### src/rtl/id_resp_pkg.sv
// Package: shared definitions for the identification responder.
// Assumes: included first in compile order.
package id_resp_pkg;

    // Command code that selects the identification reply
    localparam logic [7:0] ID_READ_CMD = 8'h9F;

    // Length byte that ends the reply (no extended data)
    localparam logic [7:0] EXT_LEN_NONE = 8'h00;

    // Reply sequencer states
    typedef enum logic [1:0] {
        TX_WAIT = 2'd0,   // command not complete yet
        TX_SEND = 2'd1,   // reply bits being shifted out
        TX_HOLD = 2'd2    // reply finished or command rejected
    } tx_state_t;

endpackage

### src/rtl/id_resp_sync.sv
// Module: multi-stage synchronizer for a vector of asynchronous inputs.
// Assumes: each bit is independent; STAGES >= 2; RST_VAL is the idle level.
module id_resp_sync #(
    parameter int unsigned WIDTH = 3,
    parameter int unsigned STAGES = 2,
    parameter logic [WIDTH-1:0] RST_VAL = '0
) (
    input  logic             clk,
    input  logic             rst_n,
    input  logic [WIDTH-1:0] din,
    output logic [WIDTH-1:0] dout
);

    logic [WIDTH-1:0] stage_q [STAGES];

    generate
        for (genvar g = 0; g < STAGES; g++) begin : g_stage
            if (g == 0) begin : g_first
                // Capture the raw pins into the first stage
                always_ff @(posedge clk) begin
                    if (!rst_n) stage_q[g] <= RST_VAL;
                    else        stage_q[g] <= din;
                end
            end else begin : g_next
                // Pass the value down the synchronizer chain
                always_ff @(posedge clk) begin
                    if (!rst_n) stage_q[g] <= RST_VAL;
                    else        stage_q[g] <= stage_q[g-1];
                end
            end
        end
    endgenerate

    assign dout = stage_q[STAGES-1];

endmodule

### src/rtl/id_resp_edge.sv
// Module: edge detector for the synchronized serial clock.
// Assumes: lvl is already synchronized to clk; reset level is low (idle sck).
module id_resp_edge (
    input  logic clk,
    input  logic rst_n,
    input  logic lvl,
    output logic rise,
    output logic fall
);

    logic prev_q;

    // Remember last cycle's level
    always_ff @(posedge clk) begin
        if (!rst_n) prev_q <= 1'b0;
        else        prev_q <= lvl;
    end

    assign rise = lvl & ~prev_q;
    assign fall = ~lvl & prev_q;

endmodule

### src/rtl/id_resp_cmd_rx.sv
// Module: command receiver; shifts CMD_W bits MSB first on sck rising edges
//         and flags a hit or miss against CMD_CODE on the last bit.
// Assumes: cs_act and rise are synchronized; inactive select clears progress.
module id_resp_cmd_rx #(
    parameter int unsigned CMD_W = 8,
    parameter logic [CMD_W-1:0] CMD_CODE = 8'h9F
) (
    input  logic clk,
    input  logic rst_n,
    input  logic cs_act,
    input  logic rise,
    input  logic si,
    output logic cmd_hit,
    output logic cmd_miss
);

    localparam int unsigned CNT_W = $clog2(CMD_W + 1);

    logic [CMD_W-1:0] shift_q;
    logic [CNT_W-1:0] cnt_q;
    logic [CMD_W-1:0] next_word;
    logic             last_bit;

    assign next_word = {shift_q[CMD_W-2:0], si};
    assign last_bit  = rise && (cnt_q == CNT_W'(CMD_W - 1));
    assign cmd_hit   = last_bit && (next_word == CMD_CODE);
    assign cmd_miss  = last_bit && (next_word != CMD_CODE);

    // Shift command bits in and count them; stop after CMD_W bits
    always_ff @(posedge clk) begin
        if (!rst_n || !cs_act) begin
            shift_q <= '0;
            cnt_q   <= '0;
        end else if (rise && (cnt_q < CNT_W'(CMD_W))) begin
            shift_q <= next_word;
            cnt_q   <= cnt_q + CNT_W'(1);
        end
    end

endmodule

### src/rtl/id_resp_tx.sv
// Module: reply sequencer; after a command hit, shifts FRAME out MSB first
//         on sck falling edges, then releases the output.
// Assumes: cmd_hit / cmd_miss are single-cycle pulses on an sck rising edge.
module id_resp_tx
    import id_resp_pkg::*;
#(
    parameter int unsigned FRAME_W = 32,
    parameter logic [FRAME_W-1:0] FRAME = '0
) (
    input  logic clk,
    input  logic rst_n,
    input  logic cs_act,
    input  logic fall,
    input  logic cmd_hit,
    input  logic cmd_miss,
    output logic so_data,
    output logic so_oe
);

    localparam int unsigned CNT_W = $clog2(FRAME_W + 1);

    tx_state_t        state_q;
    logic [FRAME_W-1:0] shift_q;
    logic [CNT_W-1:0] cnt_q;
    logic             oe_q;
    logic             bit_q;

    // Sequence the reply: wait for command, send FRAME_W bits, then hold
    always_ff @(posedge clk) begin
        if (!rst_n || !cs_act) begin
            state_q <= TX_WAIT;
            shift_q <= '0;
            cnt_q   <= '0;
            oe_q    <= 1'b0;
            bit_q   <= 1'b0;
        end else begin
            case (state_q)
                TX_WAIT: begin
                    if (cmd_hit) begin
                        state_q <= TX_SEND;
                        shift_q <= FRAME;
                    end else if (cmd_miss) begin
                        state_q <= TX_HOLD;
                    end
                end
                TX_SEND: begin
                    if (fall) begin
                        if (cnt_q == CNT_W'(FRAME_W)) begin
                            state_q <= TX_HOLD;
                            oe_q    <= 1'b0;
                            bit_q   <= 1'b0;
                        end else begin
                            oe_q    <= 1'b1;
                            bit_q   <= shift_q[FRAME_W-1];
                            shift_q <= {shift_q[FRAME_W-2:0], 1'b0};
                            cnt_q   <= cnt_q + CNT_W'(1);
                        end
                    end
                end
                default: begin
                end
            endcase
        end
    end

    assign so_data = bit_q;
    assign so_oe   = oe_q;

endmodule

### src/rtl/id_responder.sv
// Module: top of the identification responder. Synchronizes the serial
//         pins, detects sck edges, receives the command and sends the
//         identification frame {MFR_ID, DEV_ID, 00h}.
// Assumes: SPI mode 0 (sck idle low); each sck phase >= 4 clk cycles.
module id_responder
    import id_resp_pkg::*;
#(
    parameter logic [7:0]  MFR_ID = 8'h1F,
    parameter logic [15:0] DEV_ID = 16'h4701,
    parameter int unsigned SYNC_STAGES = 2
) (
    input  logic clk,
    input  logic rst_n,
    input  logic sck,
    input  logic cs_n,
    input  logic si,
    output logic so_data,
    output logic so_oe
);

    localparam int unsigned PIN_W   = 3;
    localparam int unsigned FRAME_W = 8 + 16 + 8;
    localparam logic [FRAME_W-1:0] ID_FRAME = {MFR_ID, DEV_ID, EXT_LEN_NONE};

    logic [PIN_W-1:0] pins_s;
    logic             cs_act;
    logic             sck_rise;
    logic             sck_fall;
    logic             cmd_hit;
    logic             cmd_miss;

    id_resp_sync #(
        .WIDTH   (PIN_W),
        .STAGES  (SYNC_STAGES),
        .RST_VAL (3'b100)
    ) u_sync (
        .clk   (clk),
        .rst_n (rst_n),
        .din   ({cs_n, sck, si}),
        .dout  (pins_s)
    );

    assign cs_act = ~pins_s[2];

    id_resp_edge u_edge (
        .clk   (clk),
        .rst_n (rst_n),
        .lvl   (pins_s[1]),
        .rise  (sck_rise),
        .fall  (sck_fall)
    );

    id_resp_cmd_rx #(
        .CMD_W    (8),
        .CMD_CODE (ID_READ_CMD)
    ) u_cmd_rx (
        .clk      (clk),
        .rst_n    (rst_n),
        .cs_act   (cs_act),
        .rise     (sck_rise),
        .si       (pins_s[0]),
        .cmd_hit  (cmd_hit),
        .cmd_miss (cmd_miss)
    );

    id_resp_tx #(
        .FRAME_W (FRAME_W),
        .FRAME   (ID_FRAME)
    ) u_tx (
        .clk      (clk),
        .rst_n    (rst_n),
        .cs_act   (cs_act),
        .fall     (sck_fall),
        .cmd_hit  (cmd_hit),
        .cmd_miss (cmd_miss),
        .so_data  (so_data),
        .so_oe    (so_oe)
    );

endmodule

### config.mk
export PLATFORM = sky130hd
export DESIGN_NAME = id_responder
export DESIGN_NICKNAME = d
export VERILOG_FILES = /design/src/rtl/id_resp_pkg.sv /design/src/rtl/id_resp_sync.sv /design/src/rtl/id_resp_edge.sv /design/src/rtl/id_resp_cmd_rx.sv /design/src/rtl/id_resp_tx.sv /design/src/rtl/id_responder.sv
export SDC_FILE = /design/constraint.sdc
export NUM_CORES = 1
export LEC_CHECK = 0
export BUFFER_PORTS_ARGS = -buffer_cell sky130_fd_sc_hd__buf_4
export CAP_MARGIN = 20
export CORE_MARGIN = 2
export CORE_UTILIZATION = 60
export CTS_BUF_LIST = sky130_fd_sc_hd__clkbuf_8
export DETAILED_ROUTE_END_ITERATION = 6
export GPL_TIMING_DRIVEN = 0
export PLACE_DENSITY_LB_ADDON = 0.1
export SLEW_MARGIN = 20
export SYNTH_ARGS = -nofsm -noshare
export SYNTH_HDL_FRONTEND = slang
export SYNTH_HIERARCHICAL = 1
export SYNTH_SLANG_ARGS = --single-unit
### constraint.sdc
create_clock -name clk -period 2.78 [get_ports clk]
set_input_delay 0.278 -clock clk [delete_from_list [all_inputs] [get_ports clk]]
set_output_delay 0.278 -clock clk [all_outputs]
set_load 0.01 [all_outputs]
# Yosys cells after proc, flatten, opt, wreduce, memory -nomap -nowiden
# Memories as Yosys holds them, arrays and structs flattened.
# Cells that the tools add are included.
[classes] addsub=2 magnitude_cmp=1 n_eq_ne=10 n_mux=15 bitwise=7 n_reduce_logical=12
[ops] operator="32-bit 2-to-1 mux" n=3
[ops] operator="32-bit one-hot mux with 2 select lines" n=1
[ops] operator="8-bit equality test (second input constant)" n=1
[ops] operator="2-bit 2-to-1 mux" n=4
[ops] operator="8-bit != test (second input constant)" n=1
[ops] operator="4-bit AND reduction" n=2
[ops] operator="6-bit by 1-bit adder with 6-bit output (second input constant)" n=1
[ops] operator="6-bit equality test (second input constant)" n=1
[ops] operator="3-bit 2-to-1 mux" n=2
[ops] operator="2-bit != test (second input constant)" n=3
[ops] operator="4-bit by 1-bit adder with 4-bit output (second input constant)" n=1
[ops] operator="4-bit by 3-bit equality test with 1-bit output (second input constant)" n=1
[ops] operator="1-bit logical AND" n=4
[ops] operator="4-bit < comparator (second input constant)" n=1
[ops] operator="1-bit 2-to-1 mux" n=4
[ops] operator="2-bit one-hot mux with 2 select lines" n=1
[ops] operator="3-bit != test (second input constant)" n=1
[ops] operator="1-bit NOT" n=3
[ops] operator="3-bit AND reduction" n=1
[ops] operator="1-bit AND" n=2
[ops] operator="2-bit by 1-bit equality test with 1-bit output (second input constant)" n=1
[ops] operator="2-bit logical NOT" n=1
[ops] operator="2-bit by 1-bit != test with 1-bit output (second input constant)" n=1
[ops] operator="1-bit bitwise OR" n=2
[ops] operator="other kinds (4)" n=4
[totals] regBits=54 ram_bits=6 inputBits=5 output_inout_bits=2 elab_cells=56 n_memories=1
[memory_table] memory="u_sync.stage_q" depth=2 width=3 rd=2 rd_ports_with_merged_regs=0 wr=2 line_no="id_resp_sync.sv:14" source="logic [WIDTH-1:0] stage_q [STAGES];"

# Logic depth before layout (Yosys ltp)
[logic_depth] word_depth=7 depth_mapped=8

# Modules after synthesis
# The synthesis kept the hierarchy.
[modules_own_cells] mod="id_resp_tx" n_inst=1 cells_per_inst=164 area_per_inst_um2=1524.0 seq_area_each_um2=680.7
[modules_own_cells] mod="id_resp_cmd_rx" n_inst=1 cells_per_inst=55 area_per_inst_um2=455.4 seq_area_each_um2=220.2
[modules_own_cells] mod="id_resp_sync" n_inst=1 cells_per_inst=12 area_per_inst_um2=157.7 seq_area_each_um2=120.1
[modules_own_cells] mod="id_resp_edge" n_inst=1 cells_per_inst=4 area_per_inst_um2=38.8 seq_area_each_um2=20.0
[modules_own_cells] mod="id_responder" n_inst=1 cells_per_inst=1 area_per_inst_um2=3.8 seq_area_each_um2=0.0

# Worst setup path before layout
# No wires, ideal clock.
[synth_timing] path_type="reg2reg" startpoint="mem u_sync.stage_q[1][1]" endpoint="reg u_tx.shift_q[10]" setup_ns=0.119 arrival_ns=1.822 required_time_ns=2.661 setup_slack_ns=0.839 path_stages_with_launch=9 path_buffers=2 cell_sequence="dfxtp_1 > nor2b_1 > nand4b_1 > nor3_1 > or3b_2 > clkbuf_1 > buf_6 > nand3_1 > mux2i_1"
[synth_rtl] element="start, declared" line_no="id_resp_sync.sv:14"
[synth_rtl] element="end signal, assigned" line_no="id_resp_tx.sv:55" source="shift_q <= {shift_q[FRAME_W-2:0], 1'b0};"
[synth_rtl] element="end, declared" line_no="id_resp_tx.sv:23" source="logic [FRAME_W-1:0] shift_q;"

==> flow_metrics.py <==
metrics = {
    "placement": {
        "place_hpwl_um": 2395,
        "placed_cell_area_sq_um": 2282,
        "place_congestion": 0.7578,
        "portBuffers": 6,
        "place_inst": 288,
    },
    "clock_tree": {
        "insertion_delay_ns": 0.29,
        "cts-root-buf": "clkbuf_8",
        "post_cts_buffers": 0,
        "clk_pin_slew_ns": 0.09,
        "htree_levels": 2,
        "cts_tree": "done",
        "cts_hold_buf": 0,
        "cts.repair.resized": 0,
        "clk_path_buf_depth": 2,
        "numClockSinks": 52,
        "cts_buffers": 5,
    },
    "detailed_routing": {
        "viasPerCell": 5.302,
        "firstDrtPassIters": 4,
        "drt-total-wl_um": 3562,
        "vias": 1564,
        "ant_nets": 0,
        "drt_iter0_drc": 124,
        "drc_errors": 0,
        "wl_per_cell_um": 12.07,
    },
    "logic_synthesis": {
        "syn_area_sq_um": 2180,
        "async_reset_ff_share_pct": 0,
        "yosys_warnings": 6,
        "ys_top_cells_by_area": "dfxtp_1, mux2i_1, nand2_1, nand3_1, a21oi_1",
        "synthTopCellsByCount": "dfxtp_1, nand2_1, mux2i_1",
        "synth_flop_cell": "dfxtp_1",
        "syn-num-nets": 244,
        "yosysMostFrequentCell": "dfxtp_1",
        "syn_avg_cell_area_sq_um": 9.236,
        "synth-seq-area-share_pct": 47.76,
        "synth_edf_count": 0,
        "ys_seq_elements": 52,
        "ys_types": 38,
        "yosysTopAreaCellShare_pct": 47.76,
        "syn_inst": 236,
        "synth_top_area_cell": "dfxtp_1",
    },
    "setup_path": {
        "startpoint_type": "register",
        "path_cells": "nor2b_1 -> nand4b_1 -> nor3_1 -> or3b_2 -> clkbuf_1 -> buf_6 -> nand3_1 -> mux2i_1",
        "critPathSlowestCell": "or3b_2",
        "critPathMaxFanout": 10,
        "critPathArrivalTime_ns": 2.45,
        "required_ns": 2.97,
        "critPathTopFamily": "simple AND/OR/NAND/NOR gates",
        "cp_num_buf_inv": 2,
        "path_class": "reg2reg",
        "cpPeakStageDelay_ns": 0.47,
        "endpoint_kind": "register",
    },
    "global_route": {
        "grt_max_degree": 16,
        "grt-ovfl-total": 0,
        "antenna_found_initial": 0,
        "grt_use_total_pct": 19.31,
        "grt_pass1_wl_um": 6430,
        "first_global_vias": 1502,
    },
    "die": {
        "core-area_sq_um": 3416,
        "die_area_sq_um": 4131,
        "initial_core_util_pct": 63.81,
        "ios": 7,
        "row_count": 21,
        "die_h_um": 64.27,
        "dieWidth_um": 64.27,
    },
    "timing": {
        "fin_crit_ns": 2.257,
        "relSlewSlack_pct": 70.72,
        "setup_viol": 0,
        "post-route-period-util_pct": 81.20,
        "finalClockSkew_ns": 0.005811,
        "holdWs_ns": 0.1650,
        "finalMaxSlewViolations": 0,
        "timing.fmax_mhz": 443.0,
        "hold_violations": 0,
        "tns_ns": 0,
        "worstMarginPinSlew_ns": 0.4392,
        "rsz0062_at_grt": "false",
    },
    "cells_and_area": {
        "diodes": 0,
        "fillCellCount": 278,
        "final_util_pct": 70.59,
        "final_nets": 257,
        "seqCellArea_sq_um": 1041,
        "synthToLayoutAreaGrowth_pct": 10.62,
        "layout-drive-gt1-share_pct": 11.24,
        "multi_input_area_sq_um": 1011,
        "postLayoutCellArea_sq_um": 2411,
        "stdcell_count": 295,
    },
    "power_and_ir_drop": {
        "vdd_drop_max_v": 0.0004152,
        "total_leakage_power_nw": 0.7739,
        "power.density_nw_per_um2": 563.7,
    },
    "job": {
        "cap_violations": 0,
    },
    "status": {
        "outcome": "finished, final reports clean",
    },
    "worst_hold_path": {
        "hp-class": "in2reg",
    },
}
-- cell usage in the layout (no fill, tap or decap), drive strengths merged, types with 7 or more instances in the layout --
master	count
nand2	49
nand3	16
o21ai	12
buf	13
clkbuf	14
a21oi	16
dfxtp	52
and2	7
nor2	7
mux2i	25
-- per-stage QoR --
step                      total power [W]  setup slack (ns)
after floorplan                 0.0007836            0.8392
after global placement          0.0007938            0.6030
after detailed placement        0.0007938            0.5529
after CTS                        0.001368            0.5116
after global routing             0.001404            0.3090
final                            0.001359            0.5226
-- worst paths after layout --
| path | startpoint | endpoint | slack, ns | depth (start not counted) |
|---|---|---|---|---|
| setup / recovery | u_sync/stage_q[1][1]$_SDFF_PN0_ | u_tx/shift_q[30]$_SDFFE_PP0P_ | 0.52 | 8 |
| hold / removal | cs_n | u_sync/stage_q[0][2]$_SDFF_PN1_ | 0.16 | 2 |
| setup reg to reg | u_sync/stage_q[1][1]$_SDFF_PN0_ | u_tx/shift_q[30]$_SDFFE_PP0P_ | 0.52 | 8 |
| hold reg to reg | u_sync/stage_q[0][2]$_SDFF_PN1_ | u_sync/stage_q[1][2]$_SDFF_PN1_ | 0.40 | 1 |
-- layout make-up --
type / count / share of cell area [%]
sequential: 52 / 43.18
timing repair buffer: 6 / 1.868
multi-input combinational: 164 / 41.93
inverter: 4 / 0.6227
clock buffer: 5 / 2.854
buffer: 16 / 4.670
clock inverter: 2 / 2.491
tap: 46 / 2.387
-- power breakdown --
part | leakage, nW | internal (W) | total [W] | switching (W)
registers | 0.420 | 0.000749 | 0.000750 | 0.00000132
clock network | 0.0642 | 0.000354 | 0.000583 | 0.000229
logic | 0.290 | 0.0000104 | 0.0000261 | 0.0000156
total | 0.774 | 0.00111 | 0.00136 | 0.000246
-- cells by family (layout without fill, tap and decap cells) --
group / count (synthesis) / after routing / synth area share, %
compound gates: 34 / 34 / 9.128
buf+inv: 20 / 33 / 5.854
fa+ha+maj: 3 / 3 / 1.722
flops: 52 / 52 / 47.76
mux: 25 / 25 / 11.48
simple gates: 100 / 100 / 23.25
xor+xnor: 2 / 2 / 0.8038
-- metal layers --
layer / global-route usage (%) / share of wire [%]
met1: 25.58 / 52
met2: 31.25 / 44
met3: 3.873 / 2.3
met4: 6.915 / 1.1
met5: 0 / 0
-- registers in the layout, summed over array words and instances (netlist names) --
register	count
u_tx/so_data	1
u_cmd_rx/shift_q	7
u_cmd_rx/cnt_q	4
u_tx/shift_q	24
u_tx/cnt_q	6
u_tx/so_oe	1
u_tx/state_q	2
u_sync/stage_q	6
u_edge/prev_q	1
(Power assumes the default switching activity.)
